`config.mk`:
```
export PLATFORM = sky130hd
export DESIGN_NAME = fcw_event_gate
export DESIGN_NICKNAME = d
export VERILOG_FILES = /design/src/rtl/fcw_pkg.sv /design/src/rtl/fcw_ctrl_regs.sv /design/src/rtl/fcw_tick_gen.sv /design/src/rtl/fcw_hold_unit.sv /design/src/rtl/fcw_event_gate.sv
export SDC_FILE = /design/constraint.sdc
export NUM_CORES = 1
export LEC_CHECK = 0
export ABC_AREA = 1
export BUFFER_PORTS_ARGS = -buffer_cell sky130_fd_sc_hd__buf_4
export CORE_UTILIZATION = 30
export DETAILED_ROUTE_END_ITERATION = 6
export PLACE_DENSITY = 0.49
export SKIP_LAST_GASP = 1
export SLEW_MARGIN = 20
export SYNTH_ARGS = -nofsm -noshare
export SYNTH_HDL_FRONTEND = slang
export SYNTH_SLANG_ARGS = --single-unit
```
`constraint.sdc`:
```
create_clock -name clk -period 2.6 [get_ports clk]
set_input_delay 0.13 -clock clk [delete_from_list [all_inputs] [get_ports clk]]
set_output_delay 0.13 -clock clk [all_outputs]
set_load 0.1 [all_outputs]
```
`src/rtl/fcw_pkg.sv`:
```
// Shared types for the fast-clear window event gate.
// Assumes an 8-bit window-length register counted in 100 ns ticks.
package fcw_pkg;
    localparam int WIN_W = 8;
    typedef logic [WIN_W-1:0] win_t;
endpackage

```
`src/rtl/fcw_ctrl_regs.sv`:
```
// Holds the fast-clear mode flag and the window-length register.
// Assumes key strobes are single-cycle pulses decoded elsewhere; off wins over on.
module fcw_ctrl_regs
    import fcw_pkg::*;
(
    input  logic clk,
    input  logic rst_n,
    input  logic key_fc_on,
    input  logic key_fc_off,
    input  logic win_wr,
    input  win_t win_wdata,
    output logic mode_en,
    output win_t win_len
);
    // Mode flag: set by the on key, cleared by the off key (off has priority).
    always_ff @(posedge clk) begin
        if (!rst_n)
            mode_en <= 1'b0;
        else if (key_fc_off)
            mode_en <= 1'b0;
        else if (key_fc_on)
            mode_en <= 1'b1;
    end

    // Window-length register: plain write strobe.
    always_ff @(posedge clk) begin
        if (!rst_n)
            win_len <= '0;
        else if (win_wr)
            win_len <= win_wdata;
    end


    key_off_chk: assert property (@(posedge clk) disable iff (!rst_n)
        key_fc_off |=> !mode_en);

    key_on_chk: assert property (@(posedge clk) disable iff (!rst_n)
        (key_fc_on && !key_fc_off) |=> mode_en);
endmodule

```
`src/rtl/fcw_tick_gen.sv`:
```
// Prescaler that gives a one-cycle tick every DIV clock cycles.
// Assumes DIV cycles equal 100 ns; restart realigns the phase to a new window.
module fcw_tick_gen #(
    parameter int DIV = 10
) (
    input  logic clk,
    input  logic rst_n,
    input  logic restart,
    output logic tick
);
    generate
        if (DIV <= 1) begin : g_every
            // Every cycle is a tick when the clock period is the tick.
            assign tick = 1'b1;
        end else begin : g_count
            localparam int CW = $clog2(DIV);
            localparam logic [CW-1:0] LAST = CW'(DIV - 1);
            logic [CW-1:0] pre;

            // Phase counter: wraps at LAST, zeroed on restart.
            always_ff @(posedge clk) begin
                if (!rst_n || restart)
                    pre <= '0;
                else if (pre == LAST)
                    pre <= '0;
                else
                    pre <= pre + 1'b1;
            end

            assign tick = (pre == LAST);


            tick_gap_chk: assert property (@(posedge clk) disable iff (!rst_n)
                tick |=> !tick);
        end
    endgenerate
endmodule

```
`src/rtl/fcw_hold_unit.sv`:
```
// Holds one event through its fast-clear window, then commits or discards it.
// Assumes fast_clear and ev_valid are synchronous; only one event is held at a time.
module fcw_hold_unit
    import fcw_pkg::*;
#(
    parameter int EV_W = 32
) (
    input  logic            clk,
    input  logic            rst_n,
    input  logic            mode_en,
    input  win_t            win_len,
    input  logic            tick,
    input  logic            ev_valid,
    input  logic [EV_W-1:0] ev_data,
    input  logic            fast_clear,
    output logic            start,
    output logic            busy,
    output logic            commit_valid,
    output logic [EV_W-1:0] commit_data,
    output logic            discard,
    output logic            overrun
);
    win_t            cnt;
    logic [EV_W-1:0] held;
    logic            use_window;

    assign use_window = mode_en && (win_len != '0);
    assign start      = ev_valid && !busy && use_window;

    // Window state: open, count ticks, close by commit or by fast clear.
    always_ff @(posedge clk) begin
        if (!rst_n) begin
            busy         <= 1'b0;
            cnt          <= '0;
            held         <= '0;
            commit_valid <= 1'b0;
            commit_data  <= '0;
            discard      <= 1'b0;
        end else begin
            commit_valid <= 1'b0;
            discard      <= 1'b0;
            if (busy) begin
                if (fast_clear) begin
                    busy    <= 1'b0;
                    discard <= 1'b1;
                end else if (tick && cnt == win_t'(1)) begin
                    busy         <= 1'b0;
                    commit_valid <= 1'b1;
                    commit_data  <= held;
                end else if (tick) begin
                    cnt <= cnt - win_t'(1);
                end
            end else if (ev_valid) begin
                if (use_window) begin
                    busy <= 1'b1;
                    cnt  <= win_len;
                    held <= ev_data;
                end else begin
                    commit_valid <= 1'b1;
                    commit_data  <= ev_data;
                end
            end
        end
    end

    // Sticky overrun flag: an event while a window is open.
    always_ff @(posedge clk) begin
        if (!rst_n)
            overrun <= 1'b0;
        else if (busy && ev_valid)
            overrun <= 1'b1;
    end


    mode_off_chk: assert property (@(posedge clk) disable iff (!rst_n)
        (!mode_en && !busy && ev_valid) |=> (commit_valid && !busy && commit_data == $past(ev_data)));

    close_chk: assert property (@(posedge clk) disable iff (!rst_n)
        $fell(busy) |-> (commit_valid ^ discard));

    discard_src_chk: assert property (@(posedge clk) disable iff (!rst_n)
        discard |-> ($past(busy) && $past(fast_clear)));

    idle_fc_chk: assert property (@(posedge clk) disable iff (!rst_n)
        (!busy && fast_clear) |=> !discard);

    overrun_sticky_chk: assert property (@(posedge clk) disable iff (!rst_n)
        overrun |=> overrun);

    no_restart_chk: assert property (@(posedge clk) disable iff (!rst_n)
        (busy && ev_valid && !tick && !fast_clear) |=> (busy && cnt == $past(cnt)));

    fc_wins_chk: assert property (@(posedge clk) disable iff (!rst_n)
        (busy && fast_clear) |=> (discard && !commit_valid));
endmodule

```
`src/rtl/fcw_event_gate.sv`:
```
// Top: gates each latched event through a programmable fast-clear window.
// Assumes TICK_DIV clock cycles equal 100 ns; bus decode and FIFO lie outside.
module fcw_event_gate #(
    parameter int EV_W     = 32,
    parameter int TICK_DIV = 10
) (
    input  logic            clk,
    input  logic            rst_n,
    input  logic            key_fc_on,
    input  logic            key_fc_off,
    input  logic            win_wr,
    input  logic [7:0]      win_wdata,
    input  logic            ev_valid,
    input  logic [EV_W-1:0] ev_data,
    input  logic            fast_clear,
    output logic            commit_valid,
    output logic [EV_W-1:0] commit_data,
    output logic            discard,
    output logic            cip,
    output logic            overrun
);
    import fcw_pkg::*;

    logic mode_en;
    win_t win_len;
    logic tick;
    logic start;
    logic busy;

    fcw_ctrl_regs u_regs (
        .clk        (clk),
        .rst_n      (rst_n),
        .key_fc_on  (key_fc_on),
        .key_fc_off (key_fc_off),
        .win_wr     (win_wr),
        .win_wdata  (win_wdata),
        .mode_en    (mode_en),
        .win_len    (win_len)
    );

    fcw_tick_gen #(.DIV(TICK_DIV)) u_tick (
        .clk     (clk),
        .rst_n   (rst_n),
        .restart (start),
        .tick    (tick)
    );

    fcw_hold_unit #(.EV_W(EV_W)) u_hold (
        .clk          (clk),
        .rst_n        (rst_n),
        .mode_en      (mode_en),
        .win_len      (win_len),
        .tick         (tick),
        .ev_valid     (ev_valid),
        .ev_data      (ev_data),
        .fast_clear   (fast_clear),
        .start        (start),
        .busy         (busy),
        .commit_valid (commit_valid),
        .commit_data  (commit_data),
        .discard      (discard),
        .overrun      (overrun)
    );

    assign cip = busy;


    reset_chk: assert property (@(posedge clk)
        !rst_n |=> (!cip && !commit_valid && !discard && !overrun));
endmodule

```
## Yosys cells after proc, flatten, opt, wreduce, memory -nomap -nowiden

Index checks and enable logic that the tools add are counted.
W data, S select, Z words.

- Register bits: 89
- Latch bits: 0
- Memory bits (writable): 0
- Memory bits (read-only): 0
- Output and inout port bits: 36
- Word-level logic and storage cells: 60
- Memories: 0

- Add/sub/neg operators: 2
- Multipliers: 0
- Divide/modulo/power cells: 0
- Order comparisons: 0
- Equal/unequal tests: 7
- Shift operators: 0
- Multiplexer cells: 22
- Bitwise logic cells: 2
- Reductions and logical operators: 17

Operators with widths:

| kind | number |
|---|---|
| $mux W32 | 5 |
| $mux W8 | 6 |
| $mux W1 | 11 |
| $eq A8 B1 Y1 const B | 1 |
| $reduce_bool A8 Y1 | 1 |
| $sub A8 B1 Y8 const B | 1 |
| $ne A2 B2 Y1 const B | 3 |
| $logic_and A1 B1 Y1 | 5 |
| $reduce_and A5 Y1 | 1 |
| $add A4 B1 Y4 const B | 1 |
| $eq A4 B4 Y1 const B | 1 |
| $ne A2 B1 Y1 const B | 2 |
| $reduce_and A4 Y1 | 1 |
| $reduce_bool A2 Y1 | 2 |
| $reduce_or A2 Y1 | 2 |
| $reduce_and A3 Y1 | 1 |
| $logic_not A1 Y1 | 2 |
| $not A1 Y1 | 2 |
| $reduce_and A2 Y1 | 1 |
| $logic_or A1 B1 Y1 | 1 |

## Logic depth before layout (Yosys ltp)

Gate-level depths: netlist (run 1).

- Depth in word-level cells: 5
- Depth in mapped cells: 11
- Mapped depth without buffers: 11

## Modules after synthesis

Synthesis (run 1) repeated with hierarchy kept, for this count alone.

- Cells, all modules: 580
- Area, all modules: 4093.9 sq um

Modules (own cells, without submodules):

| module | instances | cells each | area an instance (sq um) | sequential area each (sq um) |
|---|---|---|---|---|
| fcw_hold_unit | 1 | 501 | 3522.1 | 1521.5 |
| fcw_ctrl_regs | 1 | 56 | 384.1 | 180.2 |
| fcw_tick_gen | 1 | 23 | 187.7 | 80.1 |

## Worst setup path before layout (run 1)

Ideal clock, no wire load.

- Path type: reg-to-reg
- From: register u_hold.busy
- To: register u_hold.commit_data[0]
- Library setup time: 0.118 ns
- Arrival time: 1.913 ns
- Required time: 2.482 ns
- Setup slack: 0.569 ns
- Cell stages (with the launch flop): 9
- Buffers on the path: 1
- Cell sequence: dfxtp_1 inv_2 nor2_1 nand4_1 nand2_2 inv_2 buf_6 nor2_1 nor2_1

- Word-level cells in the longest chain between the ends: 2

Ends and longest elaborated chain:

| item | line | text |
|---|---|---|
| start, declared | fcw_hold_unit.sv:17 | `output logic busy,` |
| start signal, assigned | fcw_hold_unit.sv:33 | `busy <= 1'b0;` |
| start signal, assigned | fcw_hold_unit.sv:44 | `busy <= 1'b0;` |
| start signal, assigned | fcw_hold_unit.sv:47 | `busy <= 1'b0;` |
| $ne A2 B1 Y1 (no source line), or another cell as far along | n/a |  |
| $reduce_and A4 Y1 (no source line) | n/a |  |
| end signal, assigned | fcw_hold_unit.sv:49 | `commit_data <= held;` |
| end signal, assigned | fcw_hold_unit.sv:60 | `commit_data <= ev_data;` |
| end, declared | fcw_hold_unit.sv:19 | `output logic [EV_W-1:0] commit_data,` |

Several ways; a longest one is shown, not always the timed one.
A chain may end at the register's enable or synchronous reset.

## Worst setup path after layout (run 1)

- From: register u_hold.busy
- To: register u_hold.commit_data[14]

The elaborated chain is that of the path after synthesis.

==> results of run 1 <==
==> synthesized netlist by cell type (3+ instances only) <==
| master | count | area, um^2 |
|---|---|---|
| nor2_1 | 98 | 368 |
| o21ai_0 | 97 | 485 |
| dfxtp_1 | 89 | 1780 |
| nand2_1 | 74 | 278 |
| inv_1 | 51 | 191 |
| a21oi_1 | 48 | 240 |
| clkbuf_1 | 17 | 63.8 |
| nand3_1 | 13 | 65.1 |
| o21ai_1 | 13 | 65.1 |
| buf_4 | 5 | 37.5 |
| ha_1 | 4 | 50.1 |
| inv_2 | 4 | 15.0 |
| buf_1 | 3 | 11.3 |
| buf_2 | 3 | 15.0 |
| buf_6 | 3 | 33.8 |
| nand2_2 | 3 | 18.8 |
==> how the worst max path moves through the flow <==
| stage | from | end | slack (ns) |
|---|---|---|---|
| CTS | u_hold.busy$_SDFF_PN0_ | u_hold.commit_data[25]$_SDFFE_PN0P_ | 0.53 |
| global route | u_hold.busy$_SDFF_PN0_ | u_hold.commit_data[6]$_SDFFE_PN0P_ | 0.30 |
| finish | u_hold.busy$_SDFF_PN0_ | u_hold.commit_data[14]$_SDFFE_PN0P_ | 0.57 |
| global placement | u_hold.busy$_SDFF_PN0_ | u_hold.commit_data[15]$_SDFFE_PN0P_ | 0.57 |
| floorplan | u_hold.busy$_SDFF_PN0_ | u_hold.commit_data[0]$_SDFFE_PN0P_ | 0.57 |
| detailed placement | u_hold.busy$_SDFF_PN0_ | u_hold.commit_data[14]$_SDFFE_PN0P_ | 0.55 |
==> kinds of logic after synthesis <==
| group | after synthesis | synth area share |
|---|---|---|
| XOR/XNOR | 3 | 0.00694 |
| AND/OR/NAND/NOR | 194 | 0.204 |
| buffers and inverters | 86 | 0.0971 |
| adder cells (fa/ha/maj) | 4 | 0.0132 |
| flip-flops | 89 | 0.470 |
| AO/OA/AOI/OAI | 158 | 0.209 |
==> per-stage QoR <==
stage                     area, um^2  std cells
after detailed placement        4500        757
after global placement          4500        757
final                           4780        774
after floorplan                 3790        534
after global routing            4780        774
after CTS                       4780        774
==> cell type report <==
| type | instances | area [um^2] |
|---|---|---|
| Clock buffer | 13 | 260 |
| Multi-Input combinational cell | 359 | 1640 |
| Clock inverter | 3 | 15.0 |
| Fill cell | 1291 | 7380 |
| Timing Repair Buffer | 87 | 668 |
| Inverter | 55 | 206 |
| Sequential cell | 89 | 1780 |
| Tap cell | 168 | 210 |
==> power groups by stage <==
stage	registers (mW)	logic (mW)	clock network, mW
6_report	1.49	0.738	1.21
5_1_grt	1.50	0.801	1.33
4_1_cts	1.49	0.746	1.26
3_5_place_dp	1.52	0.743	0
3_3_place_gp	1.52	0.739	0
2_1_floorplan	1.84	0.241	0
==> repair_timing <==
| action | in CTS | in global routing |
|---|---|---|
| hold buffers | 1 | 0 |
| endpoints found under the hold margin | 1 | 0 |
| resized for setup | 0 | 0 |
| setup endpoints to repair | 0 | 0 |
| buffers inserted | 0 | 0 |
==> worst max-delay path, cell delays in order (launching register included) <==
cell and delay (ns):
dfxtp_1 0.66, inv_2 0.10, nand2_1 0.13, inv_2 0.05
nand2_1 0.07, nand2_2 0.19, inv_2 0.53, nor2_1 0.10
nor2_1 0.11
==> sequential cells by signal (all words and copies together) (netlist names) <==
name,cells
u_hold.busy,1
u_hold.cnt,8
u_hold.commit_data,32
u_hold.commit_valid,1
u_hold.discard,1
u_hold.held,32
u_hold.overrun,1
u_regs.mode_en,1
u_regs.win_len,8
u_tick.g_count.pre,4
==> metal layers <==
layer	up-vias	share of wire	routed length, um	global-route usage
met5	-	0	0	0
met4	0	0.015	140	0.0675
met3	9	0.050	457	0.0355
met2	65	0.45	4120	0.237
met1	1552	0.49	4510	0.205
li1	1846	-	-	-
==> metrics.md, run 1 <==
| Metric | Value |
|---|---|
| Initial Util | `0.312` |
| Final hold violations | `0` |
| Top Ports | `83` |
| Clock transition at the registers of the reported paths | `0.06 ns` |
| Post-synth EDFFs | `0` |
| Sw power | `1.10 mW` |
| CP startpoint kind | `flop` |
| Switch share | `0.321` |
| Final #Nets | `652` |
| Syn Nets | `585` |
| Critical path type | `reg -> reg` |
| H-tree depth | `3` |
| I/O Buffers | `82` |
| Final core utilization | `0.393` |
| Mapped cell area | `3790 um^2` |
| Mean area per synthesized cell | `7.09 um^2` |
| CTS tree | `built` |
| Drt drc | `0` |
| Routed len/inst | `11.9 um` |
| Detailed Place HPWL | `6100 um` |
| Warnings from Yosys | `0` |
| Layout cell share with drive strength beyond 1 | `0.180` |
| Worst slew margin | `0.518` |
| Hold EP | `u_hold.discard$_SDFF_PN0_` |
| Vias | `3472` |
| Most frequent cells in the layout | `nor2_1 (98), o21ai_0 (97), dfxtp_1 (89), buf_4 (85), nand2_1 (74)` |
| Global Route Usage Sum | `0.154` |
| Static Leak | `2.14 nW` |
| Primary FF master, synth | `dfxtp_1` |
| Pin count of the biggest net entering global routing | `82` |
| Slew Limit Fails | `0` |
| Row Count | `40` |
| Combinational power share | `0.214` |
| Register-to-register setup slack | `0.57 ns` |
| Die height | `114 um` |
| Fmax | `493 MHz` |
| Setup TNS | `0 ns` |
| Total power | `3.44 mW` |
| Reg power frac | `0.434` |
| #FFs+latches synth | `89` |
| Register area share after synthesis | `0.470` |
| Via-to-Cell Ratio | `4.49` |
| Final WS setup | `0.570 ns` |
| Min-delay src | `fast_clear` |
| Worst VDD drop | `325 uV` |
| Placeable Area | `12200 um^2` |
| Largest fanout on the critical path | `33` |
| Endpoint type of the worst setup path | `flop` |
| Total gr overflow | `0` |
| ANT nets after route | `0` |
| Clk root buf | `clkbuf_16` |
| Initial antenna violation count | `0` |
| Pint | `2.34 mW` |
| Die Wd | `114 um` |
| DR iter-0 viols | `140` |
| CTS buffer count | `9` |
| PD cells | `720 nW/um^2` |
| Synth async-reset ratio | `0` |
| Initial DRT Pass Iterations | `4` |
| Final Skew | `0.00555 ns` |
| Clk Latency, worst-skew pair | `0.34 ns` |
| Clock network power share | `0.352` |
| Min Hold Slack | `0.0313 ns` |
| Worst EP arrival | `2.30 ns` |
| Unique masters post-synth | `23` |
| Die ar. | `13100 um^2` |
| Deepest clock path buffer count | `2` |
| Hold Crit Class | `in -> reg` |
| Hold Path Depth | `3` |
| Routability-driven placement congestion ratio | `0.795` |
| Post-layout min period | `2.03 ns` |
| Reg2Reg Depth | `8` |
| Max-cap violations | `0` |
| Most common cell after layout, fill and taps aside | `nor2_1` |
| Final setup viols | `0` |
| Area grow syn2layout | `26.2%` |
| Crit Reg-Reg Endpoint | `u_hold.commit_data[14]$_SDFFE_PN0P_` |
| First-pass GRT wire length | `15700 um` |
| Mapped Cells | `534` |
| Pre-CTS setup slack | `0.546 ns` |
| RSZ-0062 raised after global routing | `false` |
| Period utilization | `0.781` |
| Crit Reg-Reg Startpoint | `u_hold.busy$_SDFF_PN0_` |
| Routed WL | `9230 um` |
| N_diodes | `0` |
| Vias in the first global route | `3175` |
| Status | `finished, final reports clean` |
| Transition time of the tightest slew-check pin | `0.722 ns` |
| Clk sinks | `89` |
| Critical Path RT | `2.87 ns` |
No activity file was read; power rests on OpenSTA's default activity.
==> run 2, diff against run 1 <==
==> constraint.sdc (replaced) <==
create_clock -name clk -period 2 [get_ports clk]
set_input_delay 0.1 -clock clk [delete_from_list [all_inputs] [get_ports clk]]
set_output_delay 0.1 -clock clk [all_outputs]
set_load 0.1 [all_outputs]
==> run 2 against run 1 <==
Against the previous run: final cell count is 0.26% higher; critical path type unchanged; clock power is 24% higher; clock skew is 0.0022 ns lower; sequential power is 30% higher.
==> metrics.md, run 2 (synthesized netlist as in run 1, its figures left out) <==
| Metric | Value |
|---|---|
| ANT nets after route | `0 (unchanged)` |
| Fmax | `587 MHz (+19%)` |
| Slew Limit Fails | `0 (unchanged)` |
| Deepest clock path buffer count | `2 (unchanged)` |
| Placeable Area | `12200 um^2 (unchanged)` |
| Hold Crit Class | `in -> reg` |
| Via-to-Cell Ratio | `4.45 (-0.75%)` |
| Setup TNS | `0 ns (unchanged)` |
| Fillers | `1255 (-2.8%)` |
| DR iter-0 viols | `132 (-5.7%)` |
| RSZ-0062 raised after global routing | `false` |
| Status | `finished, final reports clean` |
| Post-CTS Hold Buffers | `3 (+2)` |
| Layout cell share with drive strength beyond 1 | `0.181 (+0.00105)` |
| Most common cell after layout, fill and taps aside | `nor2_1` |
| Die Wd | `114 um (unchanged)` |
| Global Route Usage Sum | `0.151 (-0.00238)` |
| Largest regs | `u_hold.commit_data: 32 flops, u_hold.held: 32 flops` |
| Row Count | `40 (unchanged)` |
| CP dominant cell by count | `nor2_1` |
| Total gr overflow | `0 (unchanged)` |
| First-pass GRT wire length | `15300 um (-2.2%)` |
| PostCTS Resize Cnt | `0 (unchanged)` |
| Period utilization | `0.852 (+0.0715)` |
| Post-layout min period | `1.70 ns (-0.326 ns)` |
| Worst EP arrival | `1.94 ns (-0.36 ns)` |
| Clock transition at the registers of the reported paths | `0.06 ns (about the same)` |
| CTS buffer count | `9 (unchanged)` |
| Clk sinks | `89 (unchanged)` |
| Vias | `3455 (-0.49%)` |
| CTS tree | `built` |
| Initial DRT Pass Iterations | `4 (unchanged)` |
| Dpl cells | `760 (+0.40%)` |
| Worst-path cell chain | `ha_1 > nand2_1 > nor2_1 > nand4_1 > nand2_2 > inv_2 > nor2_1 > nor2_1` |
| Worst path bufs/invs | `1 (-2)` |
| Detailed Place HPWL | `6230 um (+2.1%)` |
| Top Ports | `83 (unchanged)` |
| Endpoint type of the worst setup path | `flop` |
| H-tree depth | `3 (unchanged)` |
| Final hold violations | `0 (unchanged)` |
| Vias in the first global route | `3190 (+0.47%)` |
| Max-cap violations | `0 (unchanged)` |
| Clk Latency, worst-skew pair | `0.34 ns (about the same)` |
| CP top delay family | `simple AND/OR/NAND/NOR gates` |
| Pin count of the biggest net entering global routing | `67 (-18%)` |
| Worst slew margin | `0.592 (+0.0741)` |
| Die height | `114 um (unchanged)` |
| Transition time of the tightest slew-check pin | `0.610 ns (-0.112 ns)` |
| PD cells | `919 nW/um^2 (+28%)` |
| Critical Path RT | `2.23 ns (-0.64 ns)` |
| N_diodes | `0 (unchanged)` |
| Static Leak | `2.14 nW (+0.41%)` |
| CP startpoint kind | `flop` |
| Count of non-filler cells in the finished layout | `776 (+0.26%)` |
| Worst VDD drop | `378 uV (+16%)` |
| Slowest-stage cell, CP | `dfxtp_1` |
| Area grow syn2layout | `26.7%` |
| Routed len/inst | `12.2 um (+1.9%)` |
| Largest fanout on the critical path | `33 (unchanged)` |
| Initial Util | `0.312 (unchanged)` |
| Setup bufs post-CTS | `0 (unchanged)` |
| Routability-driven placement congestion ratio | `0.736 (-7.4%)` |
| Die ar. | `13100 um^2 (unchanged)` |
| Critical path type | `reg -> reg` |
| CP max stage delay | `0.38 ns (-0.28 ns)` |
| Final Skew | `0.00333 ns (-0.00222 ns)` |
| Initial antenna violation count | `0 (unchanged)` |
| Routed WL | `9430 um (+2.2%)` |
| Drt drc | `0 (unchanged)` |
| Most frequent cells in the layout | `nor2_1 (98), o21ai_0 (97), buf_4 (88), dfxtp_1 (88), nand2_1 (74)` |
| I/O Buffers | `82 (unchanged)` |
| Clk root buf | `clkbuf_16` |
| Final #Nets | `657 (+0.77%)` |
| Final setup viols | `0 (unchanged)` |
## run 2: cell types whose count changed in the layout (fill, tap and decap cells not counted), sizes merged
cell,delta
buf,+3
clkbuf,-1
clkinv,-2
dlygate4sd3,+2
## run 2: worst register-to-register path: stages, from the launching register on
cell and delay [ns]:
dfxtp_1 0.38, ha_1 0.16, nand2_1 0.05, nor2_1 0.19, nand4_1 0.14, nand2_2 0.16
inv_2 0.26, nor2_1 0.20, nor2_1 0.06
## run 2: where the power goes
part | switching [mW] | total, mW | internal (mW)
sequential | 0.0580 | 1.94 | 1.89
clock | 0.645 | 1.50 | 0.854
combinational | 0.713 | 0.970 | 0.258
## run 2: path summary, 6_finish.rpt
path / start / endpoint / slack (ns) / cells past startpoint
setup / recovery: u_tick.g_count.pre[0]$_SDFF_PP0_ / u_hold.commit_data[31]$_SDFFE_PN0P_ / 0.30 / 8
hold / removal: key_fc_on / u_regs.mode_en$_SDFFE_PP0P_ / 0.02 / 3
setup reg to reg: u_tick.g_count.pre[0]$_SDFF_PP0_ / u_hold.commit_data[31]$_SDFFE_PN0P_ / 0.30 / 8
hold reg to reg: u_hold.held[21]$_SDFFE_PN0P_ / u_hold.held[21]$_SDFFE_PN0P_ / 0.44 / 2
## run 2: final cells by class
class	instances	area [um^2]	share of cell area
clock inverter	1	5.00	0.00104
multi-input combinational	359	1640	0.341
tap	168	210	0.0438
timing repair buffer	92	711	0.148
clock buffer	12	246	0.0513
sequential	89	1780	0.371
inverter	55	206	0.0430
## run 2: routing by layer
layer / vias to the layer above / global-route usage / share of wire
li1: 1853 / - / -
met1: 1526 / 0.191 / 0.49
met2: 62 / 0.241 / 0.45
met3: 14 / 0.0339 / 0.042
met4: 0 / 0.0788 / 0.021
met5: - / 0 / 0
## run 2: per-stage QoR
step / hold WS, ns / power, mW / instance area (um^2) / util / setup WS (ns)
floorplan: 0.179 / 2.70 / 3790 / - / 0.347
global placement: 0.267 / 2.95 / 4520 / 0.372 / 0.335
detailed placement: 0.274 / 2.95 / 4520 / 0.372 / 0.275
CTS: 0.0132 / 4.47 / 4800 / 0.395 / 0.253
global route: 0.0501 / 4.61 / 4800 / 0.395 / 0.0764
finish: 0.0207 / 4.41 / 4800 / 0.395 / 0.295
==> run 3, diff against run 2 <==
--- a/config.mk
+++ b/config.mk
@@ -7,9 +7,9 @@
 export LEC_CHECK = 0
 export ABC_AREA = 1
 export BUFFER_PORTS_ARGS = -buffer_cell sky130_fd_sc_hd__buf_4
-export CORE_UTILIZATION = 30
+export CORE_UTILIZATION = 39
 export DETAILED_ROUTE_END_ITERATION = 6
-export PLACE_DENSITY = 0.49
+export PLACE_DENSITY = 0.61
 export SKIP_LAST_GASP = 1
 export SLEW_MARGIN = 20
 export SYNTH_ARGS = -nofsm -noshare
==> run 3 against run 2 <==
Against the previous run: global-route usage grew 3.3 points; largest power group unchanged; largest cell class unchanged; combinational power grew 0.4%; die area shrank 23%; total power is 8.2% lower; hold slack got worse by 0.0037 ns; critical path type unchanged; wire length decreased by 5.7%; critical path depth is 1 higher; highest routed layer unchanged.
==> metrics.md, run 3 (synthesized netlist as in run 1, its figures left out) <==
| Metric | Value |
|---|---|
| Final Skew | `0.0124 ns (+0.00910 ns)` |
| Deepest clock path buffer count | `2 (unchanged)` |
| Die ar. | `10100 um^2 (-23%)` |
| Clock network power share | `0.281 (-0.059)` |
| Die height | `101 um (-12%)` |
| Status | `finished, final reports clean` |
| PostCTS Resize Cnt | `0 (unchanged)` |
| Setup TNS | `0 ns (unchanged)` |
| Vias | `3483 (+0.81%)` |
| Vias in the first global route | `3116 (-2.3%)` |
| Clk Latency, worst-skew pair | `0.36 ns (+0.02 ns)` |
| Post-CTS Hold Buffers | `5 (+2)` |
| Worst EP arrival | `2.02 ns (+0.08 ns)` |
| Placed instance area | `4470 um^2 (-1.0%)` |
| Post-layout min period | `1.73 ns (+0.0243 ns)` |
| CTS buffer count | `9 (unchanged)` |
| Pint | `2.64 mW (-12%)` |
| Largest regs | `u_hold.commit_data: 32 flops, u_hold.held: 32 flops` |
| Static Leak | `2.12 nW (-1.1%)` |
| Max-cap violations | `0 (unchanged)` |
| H-tree depth | `3 (unchanged)` |
| Global Route Usage Sum | `0.184 (+0.0332)` |
| Slew Limit Fails | `0 (unchanged)` |
| RSZ-0062 raised after global routing | `false` |
| CP startpoint kind | `flop` |
| Die Wd | `101 um (-12%)` |
| Worst VDD drop | `436 uV (+15%)` |
| Final setup viols | `0 (unchanged)` |
| Critical path type | `reg -> reg` |
| Total gr overflow | `0 (unchanged)` |
| Hold Crit Class | `in -> reg` |
| Initial DRT Pass Iterations | `4 (unchanged)` |
| Layout cell share with drive strength beyond 1 | `0.189 (+0.00770)` |
| Most common cell after layout, fill and taps aside | `nor2_1` |
| Top Ports | `83 (unchanged)` |
| Via-to-Cell Ratio | `4.68 (+5.1%)` |
| Drt drc | `0 (unchanged)` |
| ANT nets after route | `0 (unchanged)` |
| Combinational power share | `0.240 (+0.020)` |
| DR iter-0 viols | `115 (-13%)` |
| Clk root buf | `clkbuf_8` |
| Most frequent cells in the layout | `nor2_1 (98), o21ai_0 (97), buf_4 (91), dfxtp_1 (88), nand2_1 (74)` |
| Switch share | `0.349 (+0.0282)` |
| Detailed Place HPWL | `5970 um (-4.3%)` |
| Routed len/inst | `12.0 um (-1.6%)` |
| Fmax | `578 MHz (-1.4%)` |
| First-pass GRT wire length | `14700 um (-4.0%)` |
| Row Count | `35 (-13%)` |
| Critical Path RT | `2.29 ns (+0.06 ns)` |
| Clock transition at the registers of the reported paths | `0.09 ns (+0.03 ns)` |
| Initial antenna violation count | `0 (unchanged)` |
| Routed WL | `8900 um (-5.7%)` |
| Sw power | `1.41 mW (-0.14%)` |
| Final #Nets | `661 (+0.61%)` |
| Final core utilization | `0.504 (+0.109)` |
| Setup bufs post-CTS | `0 (unchanged)` |
| Final hold violations | `0 (unchanged)` |
| Area grow syn2layout | `24.1%` |
| Design Area, Final | `4700 um^2 (-2.0%)` |
| Period utilization | `0.865 (+0.0121)` |
| Endpoint type of the worst setup path | `flop` |
| CTS tree | `built` |
| Placeable Area | `9330 um^2 (-23%)` |
| Transition time of the tightest slew-check pin | `0.608 ns (-0.00218 ns)` |
| Initial Util | `0.406 (+0.0946)` |
| Largest fanout on the critical path | `33 (unchanged)` |
| Pin count of the biggest net entering global routing | `37 (-45%)` |
| Fillers | `950 (-24%)` |
| Worst slew margin | `0.594 (+0.00146)` |
| Routability-driven placement congestion ratio | `0.804 (+9.4%)` |
| I/O Buffers | `82 (unchanged)` |
| PD cells | `861 nW/um^2 (-6.3%)` |
| Clk sinks | `89 (unchanged)` |
| N_diodes | `0 (unchanged)` |
| Reg power frac | `0.478 (+0.038)` |
run 3: routing by layer:
layer | wire length, um | up-vias | GRT usage
met5 | 0 | - | 0
met4 | 104 | 0 | 0.0569
met3 | 349 | 8 | 0.0465
met2 | 3980 | 62 | 0.294
met1 | 4460 | 1552 | 0.245
li1 | - | 1861 | -
run 3: worst max-delay path: stages (launching register included):
cell	delay, ns
dfxtp_1	0.39
inv_1	0.10
ha_1	0.18
inv_1	0.05
nor2_1	0.05
nand4_1	0.10
nand2_2	0.11
inv_2	0.47
nor2_1	0.09
nor2_1	0.12
run 3: worst paths after layout:
path / from / endpoint / slack, ns / cells after the start
worst max-delay path: u_hold.cnt[1]$_SDFFE_PN0P_ / u_hold.commit_data[11]$_SDFFE_PN0P_ / 0.27 / 9
worst min-delay path: ev_data[28] / u_hold.held[28]$_SDFFE_PN0P_ / 0.02 / 3
worst max register to register: u_hold.cnt[1]$_SDFFE_PN0P_ / u_hold.commit_data[11]$_SDFFE_PN0P_ / 0.27 / 9
worst min register to register: u_hold.held[23]$_SDFFE_PN0P_ / u_hold.held[23]$_SDFFE_PN0P_ / 0.45 / 2
run 3: area by class of cell:
type	instances	area, um^2	share of cell area
tap	129	161	0.0343
clock buffer	11	141	0.0301
clock inverter	5	38.8	0.00825
inverter	55	206	0.0439
sequential	89	1780	0.379
timing repair buffer	96	733	0.156
multi-input combinational	359	1640	0.348
run 3: stage by stage:
| step | hold slack [ns] | std cells | setup WS [ns] | power [mW] |
|---|---|---|---|---|
| floorplan | 0.179 | 534 | 0.347 | 2.70 |
| global placement | 0.272 | 723 | 0.278 | 2.94 |
| detailed placement | 0.274 | 723 | 0.275 | 2.95 |
| CTS | 0.000214 | 744 | 0.256 | 4.11 |
| global route | 0.0134 | 744 | 0.0637 | 4.27 |
| finish | 0.0170 | 744 | 0.271 | 4.05 |
run 3: power groups by stage:
stage                     clock, mW  combinational (mW)  sequential [mW]
final                          1.14               0.974             1.94
after global routing           1.26                1.05             1.95
after CTS                      1.19               0.979             1.94
after detailed placement          0               0.968             1.98
after global placement            0               0.959             1.98
after floorplan                   0               0.314             2.39
